### src/rtl/sg_tx_pkg.sv
package sg_tx_pkg;

    localparam int WORD_W    = 32;
    localparam int KEEP_W    = WORD_W / 8;
    localparam int LEN_W     = 23;
    localparam int APP_WORDS = 5;
    localparam int APP_IW    = $clog2(APP_WORDS);

    // Byte offsets inside a descriptor (low words only).
    localparam logic [7:0] OFF_NEXT = 8'h00;
    localparam logic [7:0] OFF_BUF  = 8'h08;
    localparam logic [7:0] OFF_CTRL = 8'h18;
    localparam logic [7:0] OFF_STAT = 8'h1C;
    localparam logic [7:0] OFF_APP  = 8'h20;

    // Control and status bit positions.
    localparam int BIT_EOF  = 26;
    localparam int BIT_SOF  = 27;
    localparam int BIT_DONE = 31;

    localparam logic [WORD_W-1:0] STATUS_DONE = 32'h8000_0000;

    typedef enum logic [3:0] {
        ST_IDLE,
        ST_RD_NEXT,
        ST_RD_BUF,
        ST_RD_CTRL,
        ST_RD_STAT,
        ST_RD_APP,
        ST_PUSH_APP,
        ST_APP_DRAIN,
        ST_DATA_CHK,
        ST_RD_DATA,
        ST_PUSH_DATA,
        ST_WR_STAT
    } walk_state_e;

    typedef struct packed {
        logic [WORD_W-1:0] nxt;
        logic [WORD_W-1:0] buf_addr;
        logic [LEN_W-1:0]  len;
        logic              sof;
        logic              eof;
    } desc_t;

    typedef struct packed {
        logic [WORD_W-1:0] data;
        logic [KEEP_W-1:0] keep;
        logic              last;
    } dbeat_t;

    typedef struct packed {
        logic [WORD_W-1:0] data;
        logic              last;
    } cbeat_t;

    // Byte enables for the final beat given the low two length bits.
    function automatic logic [KEEP_W-1:0] tail_keep(input logic [1:0] rem_lo);
        case (rem_lo)
            2'd1:    return 4'b0001;
            2'd2:    return 4'b0011;
            2'd3:    return 4'b0111;
            default: return 4'b1111;
        endcase
    endfunction

endpackage

### src/rtl/sg_tx_len_track.sv
module sg_tx_len_track
    import sg_tx_pkg::*;
#(
    parameter int LW = LEN_W
) (
    input  logic              clk,
    input  logic              rst,
    input  logic              load,
    input  logic [LW-1:0]     len_in,
    input  logic              step,
    output logic              has_beat,
    output logic              last_beat,
    output logic [KEEP_W-1:0] keep
);

    localparam logic [LW-1:0] BEAT_BYTES = LW'(KEEP_W);

    logic [LW-1:0] rem;

    always_ff @(posedge clk) begin
        if (rst) begin
            rem <= '0;
        end else if (load) begin
            rem <= len_in;
        end else if (step) begin
            rem <= (rem > BEAT_BYTES) ? rem - BEAT_BYTES : '0;
        end
    end

    assign has_beat  = (rem != '0);
    assign last_beat = (rem <= BEAT_BYTES);
    assign keep      = last_beat ? tail_keep(rem[1:0]) : {KEEP_W{1'b1}};

    // A beat may only be consumed while bytes remain.
    assert_step_has_bytes_R6: assert property (@(posedge clk) disable iff (rst)
        step |-> has_beat);

endmodule

### src/rtl/sg_tx_slot.sv
module sg_tx_slot #(
    parameter int W = 33
) (
    input  logic         clk,
    input  logic         rst,
    input  logic         load,
    input  logic [W-1:0] din,
    output logic         can_load,
    output logic         out_valid,
    output logic [W-1:0] out_data,
    input  logic         out_ready
);

    always_ff @(posedge clk) begin
        if (rst) begin
            out_valid <= 1'b0;
            out_data  <= '0;
        end else if (load) begin
            out_valid <= 1'b1;
            out_data  <= din;
        end else if (out_ready) begin
            out_valid <= 1'b0;
        end
    end

    assign can_load = !out_valid || out_ready;

    assert_stall_hold_R9: assert property (@(posedge clk) disable iff (rst)
        (out_valid && !out_ready) |=> (out_valid && $stable(out_data)));

    assert_no_overwrite_R9: assert property (@(posedge clk) disable iff (rst)
        load |-> can_load);

endmodule

### src/rtl/sg_tx_engine.sv
module sg_tx_engine
    import sg_tx_pkg::*;
#(
    parameter int ADDR_W = 32
) (
    input  logic              clk,
    input  logic              rst,
    input  logic              run_en,
    input  logic              kick,
    input  logic [ADDR_W-1:0] head_ptr,
    input  logic [ADDR_W-1:0] tail_ptr,
    output logic              busy,
    output logic [ADDR_W-1:0] cur_ptr,
    output logic              stop_idle,
    output logic              stop_halt,
    output logic              frame_done,
    output logic              mem_req,
    output logic              mem_we,
    output logic [ADDR_W-1:0] mem_addr,
    output logic [31:0]       mem_wdata,
    input  logic [31:0]       mem_rdata,
    input  logic              mem_ack,
    output logic [31:0]       m_tdata,
    output logic [3:0]        m_tkeep,
    output logic              m_tlast,
    output logic              m_tvalid,
    input  logic              m_tready,
    output logic [31:0]       c_tdata,
    output logic              c_tlast,
    output logic              c_tvalid,
    input  logic              c_tready
);

    localparam int WIDX_W = LEN_W - 2;
    localparam logic [APP_IW-1:0] APP_LAST = APP_IW'(APP_WORDS - 1);

    walk_state_e       st;
    logic [ADDR_W-1:0] cur;
    logic [ADDR_W-1:0] tail;
    desc_t             d;
    logic [WORD_W-1:0] hold;
    logic [APP_IW-1:0] app_idx;
    logic [WIDX_W-1:0] word_idx;

    logic              trk_load;
    logic              has_beat;
    logic              last_beat;
    logic [KEEP_W-1:0] beat_keep;

    logic              dat_can, dat_load;
    logic              ctl_can, ctl_load;
    dbeat_t            dat_in, dat_out;
    cbeat_t            ctl_in, ctl_out;

    // ---------------- memory port ----------------
    always_comb begin
        mem_addr = cur;
        case (st)
            ST_RD_NEXT: mem_addr = cur + ADDR_W'(OFF_NEXT);
            ST_RD_BUF:  mem_addr = cur + ADDR_W'(OFF_BUF);
            ST_RD_CTRL: mem_addr = cur + ADDR_W'(OFF_CTRL);
            ST_RD_STAT,
            ST_WR_STAT: mem_addr = cur + ADDR_W'(OFF_STAT);
            ST_RD_APP:  mem_addr = cur + ADDR_W'(OFF_APP) + ADDR_W'({app_idx, 2'b00});
            ST_RD_DATA: mem_addr = d.buf_addr[ADDR_W-1:0] + ADDR_W'({word_idx, 2'b00});
            default:    mem_addr = cur;
        endcase
    end

    assign mem_req   = (st == ST_RD_NEXT) || (st == ST_RD_BUF) || (st == ST_RD_CTRL) ||
                       (st == ST_RD_STAT) || (st == ST_RD_APP) || (st == ST_RD_DATA) ||
                       (st == ST_WR_STAT);
    assign mem_we    = (st == ST_WR_STAT);
    assign mem_wdata = STATUS_DONE;

    assign busy    = (st != ST_IDLE);
    assign cur_ptr = cur;

    // ---------------- byte length tracking ----------------
    assign trk_load = (st == ST_RD_STAT) && mem_ack;

    sg_tx_len_track #(.LW(LEN_W)) u_len (
        .clk       (clk),
        .rst       (rst),
        .load      (trk_load),
        .len_in    (d.len),
        .step      (dat_load),
        .has_beat  (has_beat),
        .last_beat (last_beat),
        .keep      (beat_keep)
    );

    // ---------------- output stream slots ----------------
    assign dat_load = (st == ST_PUSH_DATA) && dat_can;
    assign ctl_load = (st == ST_PUSH_APP) && ctl_can;

    always_comb begin
        dat_in.data = hold;
        dat_in.keep = beat_keep;
        dat_in.last = last_beat && d.eof;
        ctl_in.data = hold;
        ctl_in.last = (app_idx == APP_LAST);
    end

    sg_tx_slot #(.W($bits(dbeat_t))) u_dat_slot (
        .clk       (clk),
        .rst       (rst),
        .load      (dat_load),
        .din       (dat_in),
        .can_load  (dat_can),
        .out_valid (m_tvalid),
        .out_data  (dat_out),
        .out_ready (m_tready)
    );

    sg_tx_slot #(.W($bits(cbeat_t))) u_ctl_slot (
        .clk       (clk),
        .rst       (rst),
        .load      (ctl_load),
        .din       (ctl_in),
        .can_load  (ctl_can),
        .out_valid (c_tvalid),
        .out_data  (ctl_out),
        .out_ready (c_tready)
    );

    assign m_tdata = dat_out.data;
    assign m_tkeep = dat_out.keep;
    assign m_tlast = dat_out.last;
    assign c_tdata = ctl_out.data;
    assign c_tlast = ctl_out.last;

    // ---------------- descriptor walk ----------------
    always_ff @(posedge clk) begin
        if (rst) begin
            st         <= ST_IDLE;
            cur        <= '0;
            tail       <= '0;
            d          <= '0;
            hold       <= '0;
            app_idx    <= '0;
            word_idx   <= '0;
            stop_idle  <= 1'b0;
            stop_halt  <= 1'b0;
            frame_done <= 1'b0;
        end else begin
            stop_idle  <= 1'b0;
            stop_halt  <= 1'b0;
            frame_done <= 1'b0;
            case (st)
                ST_IDLE: begin
                    if (kick && run_en) begin
                        cur  <= head_ptr;
                        tail <= tail_ptr;
                        st   <= ST_RD_NEXT;
                    end
                end
                ST_RD_NEXT: begin
                    if (mem_ack) begin
                        d.nxt <= mem_rdata;
                        st    <= ST_RD_BUF;
                    end
                end
                ST_RD_BUF: begin
                    if (mem_ack) begin
                        d.buf_addr <= mem_rdata;
                        st         <= ST_RD_CTRL;
                    end
                end
                ST_RD_CTRL: begin
                    if (mem_ack) begin
                        d.len <= mem_rdata[LEN_W-1:0];
                        d.eof <= mem_rdata[BIT_EOF];
                        d.sof <= mem_rdata[BIT_SOF];
                        st    <= ST_RD_STAT;
                    end
                end
                ST_RD_STAT: begin
                    if (mem_ack) begin
                        word_idx <= '0;
                        app_idx  <= '0;
                        if (mem_rdata[BIT_DONE]) begin
                            stop_halt <= 1'b1;
                            st        <= ST_IDLE;
                        end else if (d.sof) begin
                            st <= ST_RD_APP;
                        end else begin
                            st <= ST_DATA_CHK;
                        end
                    end
                end
                ST_RD_APP: begin
                    if (mem_ack) begin
                        hold <= mem_rdata;
                        st   <= ST_PUSH_APP;
                    end
                end
                ST_PUSH_APP: begin
                    if (ctl_can) begin
                        if (app_idx == APP_LAST) begin
                            st <= ST_APP_DRAIN;
                        end else begin
                            app_idx <= app_idx + 1'b1;
                            st      <= ST_RD_APP;
                        end
                    end
                end
                ST_APP_DRAIN: begin
                    if (!c_tvalid) st <= ST_DATA_CHK;
                end
                ST_DATA_CHK: begin
                    st <= has_beat ? ST_RD_DATA : ST_WR_STAT;
                end
                ST_RD_DATA: begin
                    if (mem_ack) begin
                        hold <= mem_rdata;
                        st   <= ST_PUSH_DATA;
                    end
                end
                ST_PUSH_DATA: begin
                    if (dat_can) begin
                        word_idx <= word_idx + 1'b1;
                        st       <= ST_DATA_CHK;
                    end
                end
                ST_WR_STAT: begin
                    if (mem_ack) begin
                        frame_done <= d.eof;
                        cur        <= d.nxt[ADDR_W-1:0];
                        if (cur == tail) begin
                            stop_idle <= 1'b1;
                            st        <= ST_IDLE;
                        end else begin
                            st <= ST_RD_NEXT;
                        end
                    end
                end
                default: st <= ST_IDLE;
            endcase
        end
    end

    // ---------------- assertions ----------------
    assert_req_hold_R3: assert property (@(posedge clk) disable iff (rst)
        (mem_req && !mem_ack) |=> (mem_req && $stable(mem_addr) && $stable(mem_we)));

    assert_frame_after_wb_R10: assert property (@(posedge clk) disable iff (rst)
        frame_done |-> $past(mem_req && mem_we && mem_ack));

    assert_stop_exclusive_R11: assert property (@(posedge clk) disable iff (rst)
        (stop_idle || stop_halt) |-> (!busy && !(stop_idle && stop_halt)));

    assert_keep_low_byte_R7: assert property (@(posedge clk) disable iff (rst)
        m_tvalid |-> m_tkeep[0]);

    assert_app_drained_R5: assert property (@(posedge clk) disable iff (rst)
        dat_load |-> !c_tvalid);

endmodule

### config.mk
export PLATFORM = sky130hd
export DESIGN_NAME = sg_tx_engine
export DESIGN_NICKNAME = d
export VERILOG_FILES = /design/src/rtl/sg_tx_pkg.sv /design/src/rtl/sg_tx_len_track.sv /design/src/rtl/sg_tx_slot.sv /design/src/rtl/sg_tx_engine.sv
export SDC_FILE = /design/constraint.sdc
export NUM_CORES = 1
export LEC_CHECK = 0
export BUFFER_PORTS_ARGS = -buffer_cell sky130_fd_sc_hd__buf_4
export CELL_PAD_IN_SITES_DETAIL_PLACEMENT = 1
export CELL_PAD_IN_SITES_GLOBAL_PLACEMENT = 1
export CORE_UTILIZATION = 42
export CTS_BUF_LIST = sky130_fd_sc_hd__clkbuf_8 sky130_fd_sc_hd__clkbuf_16
export DETAILED_ROUTE_END_ITERATION = 8
export GPL_TIMING_DRIVEN = 0
export PLACE_DENSITY = 0.89
export SLEW_MARGIN = 20
export SYNTH_ARGS = -nofsm -noshare
export SYNTH_HDL_FRONTEND = slang
export SYNTH_HIERARCHICAL = 1
export SYNTH_SLANG_ARGS = --single-unit
### constraint.sdc
create_clock -name clk -period 4.5 [get_ports clk]
set_input_delay 1.35 -clock clk [delete_from_list [all_inputs] [get_ports clk]]
set_output_delay 1.35 -clock clk [all_outputs]
set_load 0.1 [all_outputs]
Yosys cells after proc, flatten, opt, wreduce, memory -nomap -nowiden
Index checks and enable logic that the tools add are counted.
W data, S select, Z words.
{"block": "op_classes", "mux": 39, "add_sub_neg": 9, "n_lt_le_gt_ge": 2, "eq_ne": 28, "bitwise_logic": 3, "n_reduce_logical": 37}
{"operator": "$pmux W32 S5", "count": 1}
{"operator": "$mux W23", "count": 3}
{"operator": "$add A32 B5 Y32 const B", "count": 2}
{"operator": "$mux W32", "count": 2}
{"operator": "$pmux W32 S2", "count": 1}
{"operator": "$mux W4", "count": 14}
{"operator": "$pmux W4 S12", "count": 1}
{"operator": "$mux W21", "count": 2}
{"operator": "$pmux W21 S2", "count": 1}
{"operator": "$add A32 B23 Y32", "count": 1}
{"operator": "$add A32 B4 Y32 const B", "count": 1}
{"operator": "$add A32 B5 Y32", "count": 1}
{"operator": "$add A32 B6 Y32 const B", "count": 1}
{"operator": "$eq A32 B32 Y1", "count": 1}
{"operator": "$gt A23 B3 Y1 const B", "count": 1}
{"operator": "$le A23 B3 Y1 const B", "count": 1}
{"operator": "$reduce_bool A23 Y1", "count": 1}
{"operator": "$sub A23 B3 Y23 const B", "count": 1}
{"operator": "$ne A2 B2 Y1 const B", "count": 11}
{"operator": "$add A21 B1 Y21 const B", "count": 1}
{"operator": "$eq A4 B3 Y1 const B", "count": 4}
{"operator": "$eq A4 B4 Y1 const B", "count": 4}
{"operator": "$pmux W4 S3", "count": 1}
{"operator": "$reduce_bool A2 Y1", "count": 6}
{"operator": "23 further kinds", "count": 55}
{"block": "totals", "inputBits": 103, "output_inout_bits": 174, "elab_cells": 137, "ff_bits": 311}

Depth between registers and ports, before layout
{"block": "depth", "word_depth": 7, "ltp_mapped": 13, "mapped_depth_nobuf": 11}

Modules after synthesis
Netlist, hierarchy kept.
{"module": "sg_tx_engine", "instances": 1, "seq_area_each_um2": 4324.1, "area_each_um2": 11882.6, "cells_per_inst": 1620}
{"module": "sg_tx_len_track", "instances": 1, "seq_area_each_um2": 460.4, "area_each_um2": 1534.0, "cells_per_inst": 183}
{"module": "sg_tx_slot at u_dat_slot", "instances": 1, "seq_area_each_um2": 760.7, "area_each_um2": 1361.3, "cells_per_inst": 123}
{"module": "sg_tx_slot at u_ctl_slot", "instances": 1, "seq_area_each_um2": 680.7, "area_each_um2": 1238.7, "cells_per_inst": 111}

Worst setup path before layout
OpenSTA, ideal clock, no wires.
{"block": "synth_timing", "kind": "register to output", "startpoint": "reg cur[3], in the netlist cur_ptr[3]", "endpoint": "out mem_addr[18]", "path_slack_ns": -1.333, "arrival_time_ns": 4.483, "required_ns": 3.150, "path_buffers": 0, "path_stages_with_launch": 11, "path_cell_list": "dfxtp_1 inv_1 fa_1 nor2b_1 nor3_1 nand3b_1 o211ai_2 and2_1 nor2b_1 nand3_1 o221ai_1"}
{"block": "synth_between", "elab_chain_len": 3, "word_cells_on_any_way": 6, "classes_between": "add/sub: 5; mux: 1"}
{"item": "start, declared", "line": "sg_tx_engine.sv:38", "source": "logic [ADDR_W-1:0] cur;"}
{"item": "start signal, assigned", "line": "sg_tx_engine.sv:153", "source": "cur <= head_ptr;"}
{"item": "start signal, assigned", "line": "sg_tx_engine.sv:229", "source": "cur <= d.nxt[ADDR_W-1:0];"}
{"item": "$add A32 B6 Y32", "line": "sg_tx_engine.sv:64", "source": "ST_RD_APP: mem_addr = cur + ADDR_W'(OFF_APP) + ADDR_W'({app_idx, 2'b00});"}
{"item": "$add A32 B5 Y32", "line": "sg_tx_engine.sv:64"}
{"item": "$pmux W32 S5 *", "line": "sg_tx_engine.sv:58", "source": "case (st)"}
{"item": "end, declared", "line": "sg_tx_engine.sv:19", "source": "output logic [ADDR_W-1:0] mem_addr,"}
Every way passes the cells marked *; elsewhere a longest branch is shown, timed or not.

Worst setup path in the final report
{"block": "layout_timing", "startpoint": "reg word_idx[0]", "endpoint": "out mem_addr[18]"}
{"block": "layout_between", "elab_chain_len": 2}
{"item": "start, declared", "line": "sg_tx_engine.sv:43", "source": "logic [WIDX_W-1:0] word_idx;"}
{"item": "start signal, assigned", "line": "sg_tx_engine.sv:222", "source": "word_idx <= word_idx + 1'b1;"}
{"item": "$add A32 B23 Y32", "line": "sg_tx_engine.sv:65", "source": "ST_RD_DATA: mem_addr = d.buf_addr[ADDR_W-1:0] + ADDR_W'({word_idx, 2'b00});"}
{"item": "$pmux W32 S5", "line": "sg_tx_engine.sv:58"}
No other way between the ends.

==> results.toml <==
[yosys]
synthArstFlopShare = 0
yosysMostFrequentCell = "nand2_1"
syn_area_um2 = 16000
yosys.area.top_type_share = 0.389
synth-edff-count = 0
synthAdderAreaFrac = 0.0311
syn_area_per_cell_um2 = 7.86
yosysWarnings = 6
synthesis.instances = 2037
ys_seq_elements = 311
synth_commonest_cells = "nand2_1 (465), dfxtp_1 (311), a21oi_1 (206)"
ys.flop_type = "dfxtp_1"
synth_top_family_by_area = "simple AND/OR/NAND/NOR gates"
synthMuxAreaShare = 0.0509
synth_area_leaders = "dfxtp_1 (39%), nand2_1 (11%), a21oi_1 (6.4%), mux2i_1 (4.9%), nor2_1 (4.5%)"
yosys.area_share.simple = 0.240
synth_xor_area_frac = 0.0465
synth_cell_types = 84
seq_area_frac_synth = 0.389
synth-compound-area-share = 0.177
synth_area_leader_cell = "dfxtp_1"

[min_path]
min_from = "d[85]"
hold_class = "reg2reg"

[clock_tree]
cts_sinks = 311
cts_max_level = 2
numCtsBuffers = 35
cts_root_buf = "clkbuf_16"
cts.path.max_buffers = 3
cts_tree = "done"
cts.clk_slew.worst_paths_ps = 60
cts_hold_buf = 0
clk_latency_ps = 560

[die]
die_h_um = 197
coreArea_um2 = 37600
ioPinCount = 277
die_area_um2 = 38900
start_util = 0.426
die_w_um = 197
rows = 71

[layout]
drive_gt1_frac = 0.262
multi_input_area_um2 = 9750
layoutNonFillerInstCount = 2939
seqCellArea_um2 = 6300
fill_cells = 4489
num-nets-final = 2547
area_growth_pct = 34.2

[power_and_ir_drop]
ir_drop_mv = 0.360
powerDensity_nw_per_um2 = 486
leakage_nw = 8.13

[detailed_routing]
drtIter0Drc = 1262
dr.pass1.iters = 5
viasPerCell = 5.88
via_count = 17300
wl_um = 71500
wl_per_cell_um = 24.3
detail-route-antenna-nets = 0
drc = 0

[worst_setup_path]
critPathLaunchType = "flop"
endpoint_kind = "primary output"
worstPathRequired_ps = 3150
worstPathArrival_ps = 3290
r2r_start = "st[1]"
crit_fanout = 4
crit_type = "reg2out"
critPathLaunch = "word_idx[0]"

[placement]
gp_congestion = 0.964
dp_cells = 2822
io_buffers = 244
dp_hpwl_um = 50300

[run_status]
status = "finished with violations"
violations = "negative setup slack"

[sta]
fmax_mhz = 216
slew_headroom = 0.288
rsz0062_at_grt = "yes"
min_period_ps = 4640
tns_ps = -819
final-hold-violation-count = 0
fin_ws_ps = -140
setup_violations = 11
post-route-period-util = 1.03
fin_skew_ps = 16.9
finalMaxSlewViolations = 0
worstMarginPinSlew_ps = 1060
holdWs_ps = 459

[global_route]
grt_first_pass_wirelength_um = 105000
first_global_vias = 17600
grt-ovfl-total = 0
antenna_found_initial = 1
grt_usage = 0.353
grt_max_degree = 14

[flow_run]
maxCapViolations = 0
-- through the flow --
step,utilization,area (um^2),setup WS [ps],power (mW)
6_report,0.572,21500,-140,10.5
5_1_grt,0.572,21500,-255,10.8
4_1_cts,0.554,20800,-179,10.1
3_5_place_dp,0.499,18800,-711,6.99
3_3_place_gp,0.499,18800,-737,6.92
2_1_floorplan,-,16300,-322,5.89
-- registers in the layout (all words and copies together) (netlist names) --
register	count
frame_done	1
app_idx	3
u_ctl_slot/out_valid	1
u_dat_slot/out_data	37
st	4
u_dat_slot/out_valid	1
word_idx	21
stop_halt	1
stop_idle	1
u_ctl_slot/out_data	33
d	89
u_len/rem	23
hold	32
cur_ptr	32
tail	32
-- where the power goes --
part           internal [mW]  leakage [nW]  switching (mW)
Sequential              2.97          2.53           0.283
Clock                   1.66         0.566            1.24
Combinational           1.23          5.03            3.08
Total                   5.85          8.13            4.60
-- what timing repair did --
item | 4_1_cts | 5_1_grt
setup buffers | 36 | 28
setup endpoints to repair | 30 | 28
gates resized for setup | 168 | 124
gates cloned | 0 | 1
pin swaps | 48 | 48
-- layout make-up --
type,instances,area share
Clock inverter,17,0.00815
Antenna cell,3,0.000349
Timing Repair Buffer,305,0.120
Tap cell,511,0.0297
Buffer,162,0.0446
Multi-Input combinational cell,1553,0.454
Inverter,38,0.00687
Sequential cell,311,0.293
Clock buffer,39,0.0433
-- cells by family (layout without fill, tap and decap cells) --
kind of cell / Yosys count / in the layout
fa+ha+maj: 38 / 38
buf+inv: 203 / 561
other cells: 3 / 36
xor+xnor: 85 / 85
mux: 81 / 81
flops: 311 / 311
simple gates: 878 / 878
compound gates: 438 / 438
-- final timing paths --
path	cells past startpoint	endpoint	slack (ps)
setup / recovery	14	mem_addr[18]	-140
hold / removal	2	d[85]	460
setup reg to reg	9	u_len/rem[14]	1210
hold reg to reg	2	d[85]	460
-- placed cells by master, fill, tap and decap left out, types with 9 or more instances in the layout --
master     netlist  routed
nand2_1        465     456
buf_4           36     304
dfxtp_1        311     281
a21oi_1        206     196
nor2_1         190     182
clkbuf_1        95      80
mux2i_1         78      77
xnor2_1         55      51
o21ai_0         54      41
inv_1           35      39
nand4_1         38      38
clkbuf_16        0      36
conb_1           3      33
a311oi_1        33      32
nand3_1         39      29
and3_1          31      28
nor3_1          32      27
xor2_1          30      25
buf_12           5      22
buf_6            3      20
ha_1            35      19
a21o_1          16      16
dfxtp_2          0      16
dfxtp_4          0      14
buf_2           25      13
clkbuf_2         1      13
nand2b_1        13      12
a31oi_1         14      12
o22ai_1         17      12
o21ai_1          9      10
nor2_4           3       9
clkbuf_4         0       9
ha_4             0       9
-- metal layers --
metal  routed length [um]  global-route usage
met1                28500               0.427
met2                34100               0.595
met3                 4910              0.0575
met4                 3890               0.197
met5                   13                   0
-- critical path: stages, from the launching register on --
cell	delay (ps)
dfxtp_4	370
ha_4	170
inv_2	50
fa_2	190
nand2b_4	140
a21oi_4	70
o41ai_4	400
o211ai_2	160
buf_4	160
buf_6	120
nand2_1	70
nand2_1	90
xnor2_2	320
o221ai_4	190
buf_12	200
Power figures use the tool's default switching activity.
